**src/rtl/irq_arb_pkg.sv**
```systemverilog
package irq_arb_pkg;

    typedef logic [2:0] grp_code_t;

    localparam grp_code_t GRP_RESET = 3'd7;

    // Number of preemption bits selected by a grouping code, clamped to the field width.
    function automatic int unsigned preempt_bits(input grp_code_t code, input int unsigned pw);
        int unsigned p;
        p = 32'd7 - 32'(code);
        if (p > pw) p = pw;
        return p;
    endfunction

endpackage

```
**src/rtl/irq_prio_file.sv**
```systemverilog
module irq_prio_file
    import irq_arb_pkg::*;
#(
    parameter int unsigned N  = 8,
    parameter int unsigned PW = 4,
    localparam int unsigned IW = (N > 1) ? $clog2(N) : 1
) (
    input  logic                  clk,
    input  logic                  rst_n,
    input  logic                  prio_we,
    input  logic [IW-1:0]         prio_idx,
    input  logic [PW-1:0]         prio_val,
    input  logic                  grp_we,
    input  grp_code_t             grp_code,
    output logic [N-1:0][PW-1:0]  prio_o,
    output logic [PW-1:0]         lvl_mask_o
);

    typedef struct packed {
        logic [N-1:0][PW-1:0] prio;
        grp_code_t            grp;
    } cfg_t;

    cfg_t cfg_d, cfg_q;
    int unsigned pbits;

    always_comb begin
        cfg_d = cfg_q;
        if (prio_we && (int'(prio_idx) < int'(N))) begin
            cfg_d.prio[prio_idx] = prio_val;
        end
        if (grp_we) begin
            cfg_d.grp = grp_code;
        end

        pbits = preempt_bits(cfg_q.grp, PW);
        for (int b = 0; b < int'(PW); b++) begin
            lvl_mask_o[b] = (b >= int'(PW) - int'(pbits));
        end
    end

    always_ff @(posedge clk) begin
        if (!rst_n) begin
            cfg_q.prio <= '0;
            cfg_q.grp  <= GRP_RESET;
        end else begin
            cfg_q <= cfg_d;
        end
    end

    assign prio_o = cfg_q.prio;

endmodule

```
**src/rtl/irq_select.sv**
```systemverilog
module irq_select #(
    parameter int unsigned N  = 8,
    parameter int unsigned PW = 4,
    localparam int unsigned IW = (N > 1) ? $clog2(N) : 1
) (
    input  logic [N-1:0]          pend_i,
    input  logic [N-1:0]          en_i,
    input  logic [N-1:0][PW-1:0]  prio_i,
    output logic                  hit_o,
    output logic [IW-1:0]         idx_o,
    output logic [PW-1:0]         prio_o
);

    // Full priority compare equals (preempt, sub) lexicographic order; strict
    // less-than keeps the lowest index on ties.
    always_comb begin
        hit_o  = 1'b0;
        idx_o  = '0;
        prio_o = '1;
        for (int i = 0; i < int'(N); i++) begin
            if (pend_i[i] && en_i[i]) begin
                if (!hit_o || (prio_i[i] < prio_o)) begin
                    hit_o  = 1'b1;
                    idx_o  = IW'(i);
                    prio_o = prio_i[i];
                end
            end
        end
    end

endmodule

```
**src/rtl/irq_level_stack.sv**
```systemverilog
module irq_level_stack #(
    parameter int unsigned PW = 4,
    localparam int unsigned DEPTH = 2 ** PW,
    localparam int unsigned DW = $clog2(DEPTH + 1)
) (
    input  logic          clk,
    input  logic          rst_n,
    input  logic          push_i,
    input  logic [PW-1:0] push_lvl_i,
    input  logic          pop_i,
    output logic          valid_o,
    output logic [PW-1:0] top_o,
    output logic [DW-1:0] depth_o
);

    typedef struct packed {
        logic [DEPTH-1:0][PW-1:0] ent;
        logic [DW-1:0]            cnt;
    } stk_t;

    stk_t stk_d, stk_q;
    logic [DW-1:0] top_ptr;

    always_comb begin
        stk_d   = stk_q;
        top_ptr = stk_q.cnt - DW'(1);
        if (push_i && (stk_q.cnt < DW'(DEPTH))) begin
            stk_d.ent[stk_q.cnt[PW-1:0]] = push_lvl_i;
            stk_d.cnt = stk_q.cnt + DW'(1);
        end else if (pop_i && (stk_q.cnt != '0)) begin
            stk_d.cnt = stk_q.cnt - DW'(1);
        end
    end

    always_ff @(posedge clk) begin
        if (!rst_n) begin
            stk_q <= '0;
        end else begin
            stk_q <= stk_d;
        end
    end

    assign valid_o = (stk_q.cnt != '0);
    assign top_o   = valid_o ? stk_q.ent[top_ptr[PW-1:0]] : '0;
    assign depth_o = stk_q.cnt;

endmodule

```
**src/rtl/irq_prio_arbiter.sv**
```systemverilog
module irq_prio_arbiter
    import irq_arb_pkg::*;
#(
    parameter int unsigned N  = 8,
    parameter int unsigned PW = 4,
    localparam int unsigned IW = (N > 1) ? $clog2(N) : 1,
    localparam int unsigned DW = $clog2((2 ** PW) + 1)
) (
    input  logic          clk,
    input  logic          rst_n,
    input  logic [N-1:0]  set_i,
    input  logic [N-1:0]  en_i,
    input  logic          prio_we,
    input  logic [IW-1:0] prio_idx,
    input  logic [PW-1:0] prio_val,
    input  logic          grp_we,
    input  logic [2:0]    grp_code,
    input  logic          exit_i,
    output logic [N-1:0]  pend_o,
    output logic          take_o,
    output logic [IW-1:0] take_vec_o,
    output logic          act_valid_o,
    output logic [PW-1:0] act_level_o,
    output logic [DW-1:0] act_depth_o
);

    typedef struct packed {
        logic [N-1:0]  pend;
        logic          take;
        logic [IW-1:0] vec;
    } arb_st_t;

    arb_st_t st_d, st_q;

    logic [N-1:0][PW-1:0] prio;
    logic [PW-1:0]        lvl_mask;
    logic                 win_hit;
    logic [IW-1:0]        win_idx;
    logic [PW-1:0]        win_prio;
    logic [PW-1:0]        win_lvl;
    logic                 can_take;
    logic                 do_pop;
    logic                 stk_valid;
    logic [PW-1:0]        stk_top;
    logic [DW-1:0]        stk_depth;

    irq_prio_file #(.N(N), .PW(PW)) u_cfg (
        .clk        (clk),
        .rst_n      (rst_n),
        .prio_we    (prio_we),
        .prio_idx   (prio_idx),
        .prio_val   (prio_val),
        .grp_we     (grp_we),
        .grp_code   (grp_code),
        .prio_o     (prio),
        .lvl_mask_o (lvl_mask)
    );

    irq_select #(.N(N), .PW(PW)) u_sel (
        .pend_i (st_q.pend),
        .en_i   (en_i),
        .prio_i (prio),
        .hit_o  (win_hit),
        .idx_o  (win_idx),
        .prio_o (win_prio)
    );

    irq_level_stack #(.PW(PW)) u_stk (
        .clk        (clk),
        .rst_n      (rst_n),
        .push_i     (can_take),
        .push_lvl_i (win_lvl),
        .pop_i      (do_pop),
        .valid_o    (stk_valid),
        .top_o      (stk_top),
        .depth_o    (stk_depth)
    );

    always_comb begin
        win_lvl  = win_prio & lvl_mask;
        can_take = win_hit && !exit_i && (!stk_valid || (win_lvl < stk_top));
        do_pop   = exit_i && stk_valid;

        st_d      = st_q;
        st_d.take = can_take;
        if (can_take) begin
            st_d.vec = win_idx;
            st_d.pend[win_idx] = 1'b0;
        end
        st_d.pend = st_d.pend | set_i;
    end

    always_ff @(posedge clk) begin
        if (!rst_n) begin
            st_q <= '0;
        end else begin
            st_q <= st_d;
        end
    end

    assign pend_o      = st_q.pend;
    assign take_o      = st_q.take;
    assign take_vec_o  = st_q.vec;
    assign act_valid_o = stk_valid;
    assign act_level_o = stk_top;
    assign act_depth_o = stk_depth;

endmodule

```
**config.mk**
```make
export PLATFORM = sky130hd
export DESIGN_NAME = irq_prio_arbiter
export DESIGN_NICKNAME = d
export VERILOG_FILES = /design/src/rtl/irq_arb_pkg.sv /design/src/rtl/irq_prio_file.sv /design/src/rtl/irq_select.sv /design/src/rtl/irq_level_stack.sv /design/src/rtl/irq_prio_arbiter.sv
export SDC_FILE = /design/constraint.sdc
export NUM_CORES = 1
export LEC_CHECK = 0
export ABC_CLOCK_PERIOD_IN_PS = 19100
export BUFFER_PORTS_ARGS = -buffer_cell sky130_fd_sc_hd__buf_2
export CELL_PAD_IN_SITES_DETAIL_PLACEMENT = 1
export CELL_PAD_IN_SITES_GLOBAL_PLACEMENT = 1
export CORE_MARGIN = 2
export CORE_UTILIZATION = 51
export CTS_CLUSTER_DIAMETER = 150
export CTS_CLUSTER_SIZE = 16
export DETAILED_ROUTE_END_ITERATION = 7
export PLACE_DENSITY_LB_ADDON = 0.3
export SLEW_MARGIN = 10
export SYNTH_ARGS = -nofsm -noshare
export SYNTH_HDL_FRONTEND = slang
export SYNTH_SLANG_ARGS = --single-unit
export TNS_END_PERCENT = 10
```
**constraint.sdc**
```tcl
create_clock -name clk -period 19.1 [get_ports clk]
set_input_delay 0.955 -clock clk [delete_from_list [all_inputs] [get_ports clk]]
set_output_delay 0.955 -clock clk [all_outputs]
set_load 0.01 [all_outputs]
```
### Word-level counts from Yosys, hierarchy flattened

Cells that the tools add are included.

| cells by class | value |
|---|---|
| add/sub/neg operators | 4 |
| $mul | 0 |
| divide/modulo/power cells | 0 |
| magnitude comparators | 21 |
| eq/ne operators | 0 |
| shifts and indexed selects | 0 |
| mux-type cells | 59 |
| bitwise operators | 4 |
| reduce and logical (&&, ||, !) cells | 35 |

Operators with widths:

| cell | number |
|---|---|
| two-way mux 4 bit | 19 |
| bitwise mux 64 bit | 1 |
| greater-or-equal comparator 3 x 32 -> 1 bit, first input constant | 2 |
| two-way mux 3 bit | 13 |
| bitwise mux 32 bit | 1 |
| greater-or-equal comparator 1 x 32 -> 1 bit, first input constant | 1 |
| greater-or-equal comparator 2 x 32 -> 1 bit, first input constant | 1 |
| > comparator 32 x 3 -> 1 bit, second input constant | 1 |
| < comparator 4 bit | 8 |
| two-way mux 32 bit | 1 |
| subtractor 4 x 32 -> 32 bit, first input constant | 1 |
| two-way mux 1 bit | 17 |
| binary-select mux 4 bit (select 4 bit) | 1 |
| demux 4 bit (select 4 bit) | 1 |
| logical AND 1 bit | 16 |
| demux 4 bit (select 3 bit) | 1 |
| < comparator 4 x 5 -> 1 bit, second input constant | 2 |
| two-way mux 5 bit | 2 |
| zero test 1 bit | 9 |
| bitwise AND 8 bit | 1 |
| logical OR 1 bit | 8 |
| < comparator 3 x 4 -> 1 bit, second input constant | 2 |
| two-way mux 8 bit | 1 |
| inverter 8 bit | 1 |
| other kinds (11) | 12 |

| storage, ports and cells | value |
|---|---|
| register bits | 116 |
| bits in latches | 0 |
| memory bits (writable) | 0 |
| memory bits (read-only) | 0 |
| output and inout port bits | 22 |
| word-level logic and storage cells | 152 |
| memories | 0 |

### Depth between registers and ports, before layout

| logic depth | value |
|---|---|
| word-level depth | 38 |
| mapped depth | 73 |

### Cells and area by module

From an unflattened synthesis, not the netlist that was laid out.

| second synthesis, totals | value |
|---|---|
| cell total of the unflattened synthesis | 825 |
| area total of the unflattened synthesis | 7,101.8 um^2 |

Modules (own cells, without submodules):

| module | times used | cells an instance | area each (um^2) |
|---|---|---|---|
| irq_level_stack | 1 | 377 | 3,409.5 |
| irq_prio_file | 1 | 173 | 1,682.9 |
| irq_select | 1 | 205 | 1,405.1 |
| irq_prio_arbiter | 1 | 70 | 604.3 |

### Worst setup path after synthesis

OpenSTA, ideal clock, no wires.

| path | value |
|---|---|
| path type | input-to-reg |
| from | input en_i[0] |
| to | register u_stk.stk_q[54] (netlist bit) |
| arrival time | 13,023 ps |
| data required time | 18,967 ps |
| slack | 5,943 ps |
| cell stages on the path | 69 |
| buffers on the path | 3 |
| path through | nand2_1 > nor2_1 > ha_1 > and2_1 > a21oi_1 > o221ai_2 > nor2_1 > a21oi_1 > inv_1 > ha_1 > nand3_1 > o21bai_1 > nand2_1 > a21oi_1 > nand2_1 > o21ai_0 > inv_1 > ha_1 > [... 33 more ...] > mux2_2 > ha_1 > nor4_1 > o21ai_0 > nand2b_1 > o31ai_1 > nor2b_1 > a211oi_2 > ha_1 > a21o_1 > a21oi_1 > nand2_1 > o21ai_0 > nor2_8 > buf_6 > buf_6 > o311ai_1 > o31ai_1 |

| on the way | value |
|---|---|
| longest elaborated chain between the ends | 35 |
| elaborated cells on any way between the ends | 59 |
| classes of those cells | order compare: 8; mux: 31; bitwise: 1; reduce/logical: 19 |

RTL lines:

| item | RTL line | RTL |
|---|---|---|
| start: declaration | irq_prio_arbiter.sv:12 | `input logic [N-1:0] en_i,` |
| logical AND 1 bit * | irq_select.sv:21 | `if (pend_i[i] && en_i[i]) begin` |
| two-way mux 4 bit or two-way mux 1 bit (tied branches) | irq_select.sv:21 |  |
| < comparator 4 bit or zero test 1 bit (tied branches) | irq_select.sv:22 | `if (!hit_o \|\| (prio_i[i] < prio_o)) begin` |
| logical OR 1 bit | irq_select.sv:22 |  |
| two-way mux 4 bit or two-way mux 1 bit (tied branches) | irq_select.sv:22 |  |
| two-way mux 4 bit or two-way mux 1 bit (tied branches) | irq_select.sv:21 |  |
| < comparator 4 bit or zero test 1 bit (tied branches) | irq_select.sv:22 |  |
| logical OR 1 bit | irq_select.sv:22 |  |
| [... 20 more ...] | - |  |
| two-way mux 4 bit | irq_select.sv:22 |  |
| two-way mux 4 bit * | irq_select.sv:21 |  |
| bitwise AND 4 bit * | irq_prio_arbiter.sv:80 | `win_lvl = win_prio & lvl_mask;` |
| named net u_stk.push_lvl_i[2] | irq_level_stack.sv:9 | `input logic [PW-1:0] push_lvl_i,` |
| < comparator 4 bit * | irq_prio_arbiter.sv:81 | `can_take = win_hit && !exit_i && (!stk_valid \|\| (win_lvl < stk_top));` |
| logical OR 1 bit * | irq_prio_arbiter.sv:81 |  |
| logical AND 1 bit * | irq_prio_arbiter.sv:81 |  |
| logical AND 1 bit * | irq_level_stack.sv:27 | `if (push_i && (stk_q.cnt < DW'(DEPTH))) begin` |
| end signal: assignment | irq_level_stack.sv:39 | `stk_q <= stk_d;` |
| end: declaration | irq_level_stack.sv:21 | `stk_t stk_d, stk_q;` |

The timed path passes the listed nets; every way through them passes the cells marked *.
A chain may end at the register's enable or synchronous reset.

### Final worst setup path

| path | value |
|---|---|
| from | input en_i[0] |
| to | register u_stk.stk_q[26] (netlist bit) |

Same word-level chain as after synthesis.

==> results.yml <==
worst_setup_path:
  start_kind: "primary input"
  critPathSlowestCell: "o21ai_0"
  critPathArrivalTime_ns: 16.16
  path_max_fanout: 15
  cp.required_ns: 19.41
  crit_top_cell: "nand2_1"
  worst_setup_path_end_kind: "register"
  critical_path.max_stage_delay_ns: 0.65
  ff2ff_setup_slack_ns: 3.36
  path_class: "primary input to register"
route:
  routed_wl_mm: 22.8
  viasPerCell: 6.39
  post_drt_wl_per_cell_microns: 21.9
  dr.pass1.iters: 5
  vias: 6642
  drt_iter0_drc: 408
  drc: 0
  ant_nets: 0
sta:
  rsz0062_at_grt: "no"
  hold_viol_final: 0
  finClkSkew_ns: 0.0104
  drv_slew: 0
  slew_headroom: 0.407
  tns_ns: 0
  tightest_slew_ns: 0.889
  setup_viol: 0
  period_share: 0.830
  min_period_ns: 15.85
  max_freq_ghz: 0.0631
logic_synthesis:
  synthTopCellsByArea: "dfxtp_1 32%, mux2i_1 12%, nand2_1 6.3%, mux4_2 5.0%, nor2_1 3.8%"
  avgSynthCellArea_sq_um: 8.81
  synth_seq_cells: 116
  ys.flop_type: "dfxtp_1"
  yosys_warnings: 0
  post-synth-top-area-cell: "dfxtp_1"
  syn_inst: 826
  synth_edf_count: 0
  synth_top_cell_area_share: 0.319
  yosysSeqAreaShare: 0.319
  syn_area_sq_um: 7280
  syn_nets: 879
  ys_types: 90
  async_flop_share: 0
cts:
  cts_buffer_depth: 2
  cts_tree: "built"
  h-tree-depth: 4
  postCtsSetupBuffers: 0
  cts_sinks: 116
  worstSkewPairLatency_ns: 0.42
  cts_root_buf: "clkbuf_16"
  path_clk_slew_ns: 0.06
  cts_hold_buf: 0
  cts_made_buffers: 17
  cts_resized: 0
global_routing:
  grt_overflow: 0
  antenna_found_initial: 0
  grt_pass1_wl_mm: 36.2
  grt_pass1_vias: 7007
  track_usage: 0.309
  grt_max_degree: 80
final_layout:
  n_antenna_cell: 0
  final_common_cell: "nand2_1"
  drive_gt1_frac: 0.171
  stdcell_area_sq_um: 8090
  area_growth_pct: 11.2
  nNetsFinal: 900
  mostFrequentLayoutCells: "122 x nand2_1, 116 x dfxtp_1, 88 x mux2i_1"
  multi_input_area_sq_um: 4590
  nFillCells: 1620
  layout.area.seq_sq_um: 2320
die:
  die_h_microns: 123
  die_width_microns: 123
  initial_core_util: 0.522
  rows: 43
  coreArea_sq_um: 13900
  dieArea_sq_um: 15200
  pin_count: 53
placement:
  place_congestion: 0.946
  numPortBuffers: 52
  placed_area_sq_um: 7540
  dp_hpwl_mm: 16.3
run_status:
  outcome: "completed"
flow_run:
  drv_cap: 0
pwr:
  p_leak_nw: 3.17
  ir_drop_mv: 0.0848
  power_density_nw_per_um2: 119
hold_path:
  hp-class: "register to register"
[logic make-up after synthesis]
kind of cell | Yosys count | share of synthesized area
xor+xnor | 10 | 0.0120
flops | 116 | 0.319
simple gates | 310 | 0.213
buf+inv | 85 | 0.0505
mux | 107 | 0.176
compound gates | 175 | 0.190
fa+ha+maj | 23 | 0.0392
[power breakdown]
part | internal, W | total (W) | leakage (nW) | switching (W)
Sequential | 0.000255 | 0.000272 | 0.941 | 0.0000174
Clock | 0.000181 | 0.000298 | 0.261 | 0.000117
Combinational | 0.000126 | 0.000393 | 1.96 | 0.000267
Total | 0.000562 | 0.000964 | 3.17 | 0.000401
[metal layers]
layer	up-vias	GRT usage	share of wire
li1	3045	-	-
met1	3304	0.355	0.41
met2	223	0.553	0.52
met3	70	0.0623	0.044
met4	0	0.131	0.032
met5	-	0	0
[sequential cells by signal (all words and copies together), names as in the netlist]
name / count
u_cfg.cfg_q: 3
u_stk.depth_o: 5
u_stk.stk_q: 64
u_cfg.prio_o: 32
pend_o: 8
take_vec_o: 3
take_o: 1
[area by class of cell]
type / count / area share
multi-input combinational: 625 / 0.567
clock inverter: 12 / 0.0136
clock buffer: 19 / 0.0547
timing repair buffer: 55 / 0.0349
inverter: 32 / 0.0148
tap: 180 / 0.0278
sequential: 116 / 0.287
[metrics by stage]
stage                     utilization  setup slack [ns]  instances  hold slack, ns  power [W]
final                           0.581              3.25       1039           0.460   0.000964
after global routing            0.581              2.11       1039           0.478    0.00101
after CTS                       0.581              3.60       1039           0.464   0.000963
after detailed placement        0.541              3.34       1008           0.454   0.000659
after global placement          0.541              4.58       1008           0.439   0.000643
after floorplan                     -              5.94        826           0.432   0.000571
[cells in the mapped netlist, drive strengths merged (12+ instances only)]
library cell / n
dfxtp: 116
a211oi: 12
ha: 22
nand2: 122
mux2i: 88
o21ai: 26
mux4: 16
inv: 31
nand2b: 14
buf: 20
nor2: 75
clkbuf: 33
a21oi: 30
o32ai: 16
nor3: 32
nand3: 21
[critical path, delay by kind of cell]
kind                       cells  cell delay [ns]
AOI/OAI and AO/OA             30             8.03
adders and majority gates      8             2.54
buffers and inverters          5             0.44
muxes                          1             0.43
and+or+nand+nor               22             3.77
[worst paths after layout]
kind	startpoint	to	cells past startpoint
worst max register to register	pend_o[0]$_SDFF_PN0_	u_stk.stk_q[26]$_SDFFE_PN0P_	65
worst min-delay path	u_stk.stk_q[9]$_SDFFE_PN0P_	u_stk.stk_q[9]$_SDFFE_PN0P_	2
worst min register to register	u_stk.stk_q[9]$_SDFFE_PN0P_	u_stk.stk_q[9]$_SDFFE_PN0P_	2
worst max-delay path	en_i[0]	u_stk.stk_q[26]$_SDFFE_PN0P_	66
(Power assumes the default switching activity.)
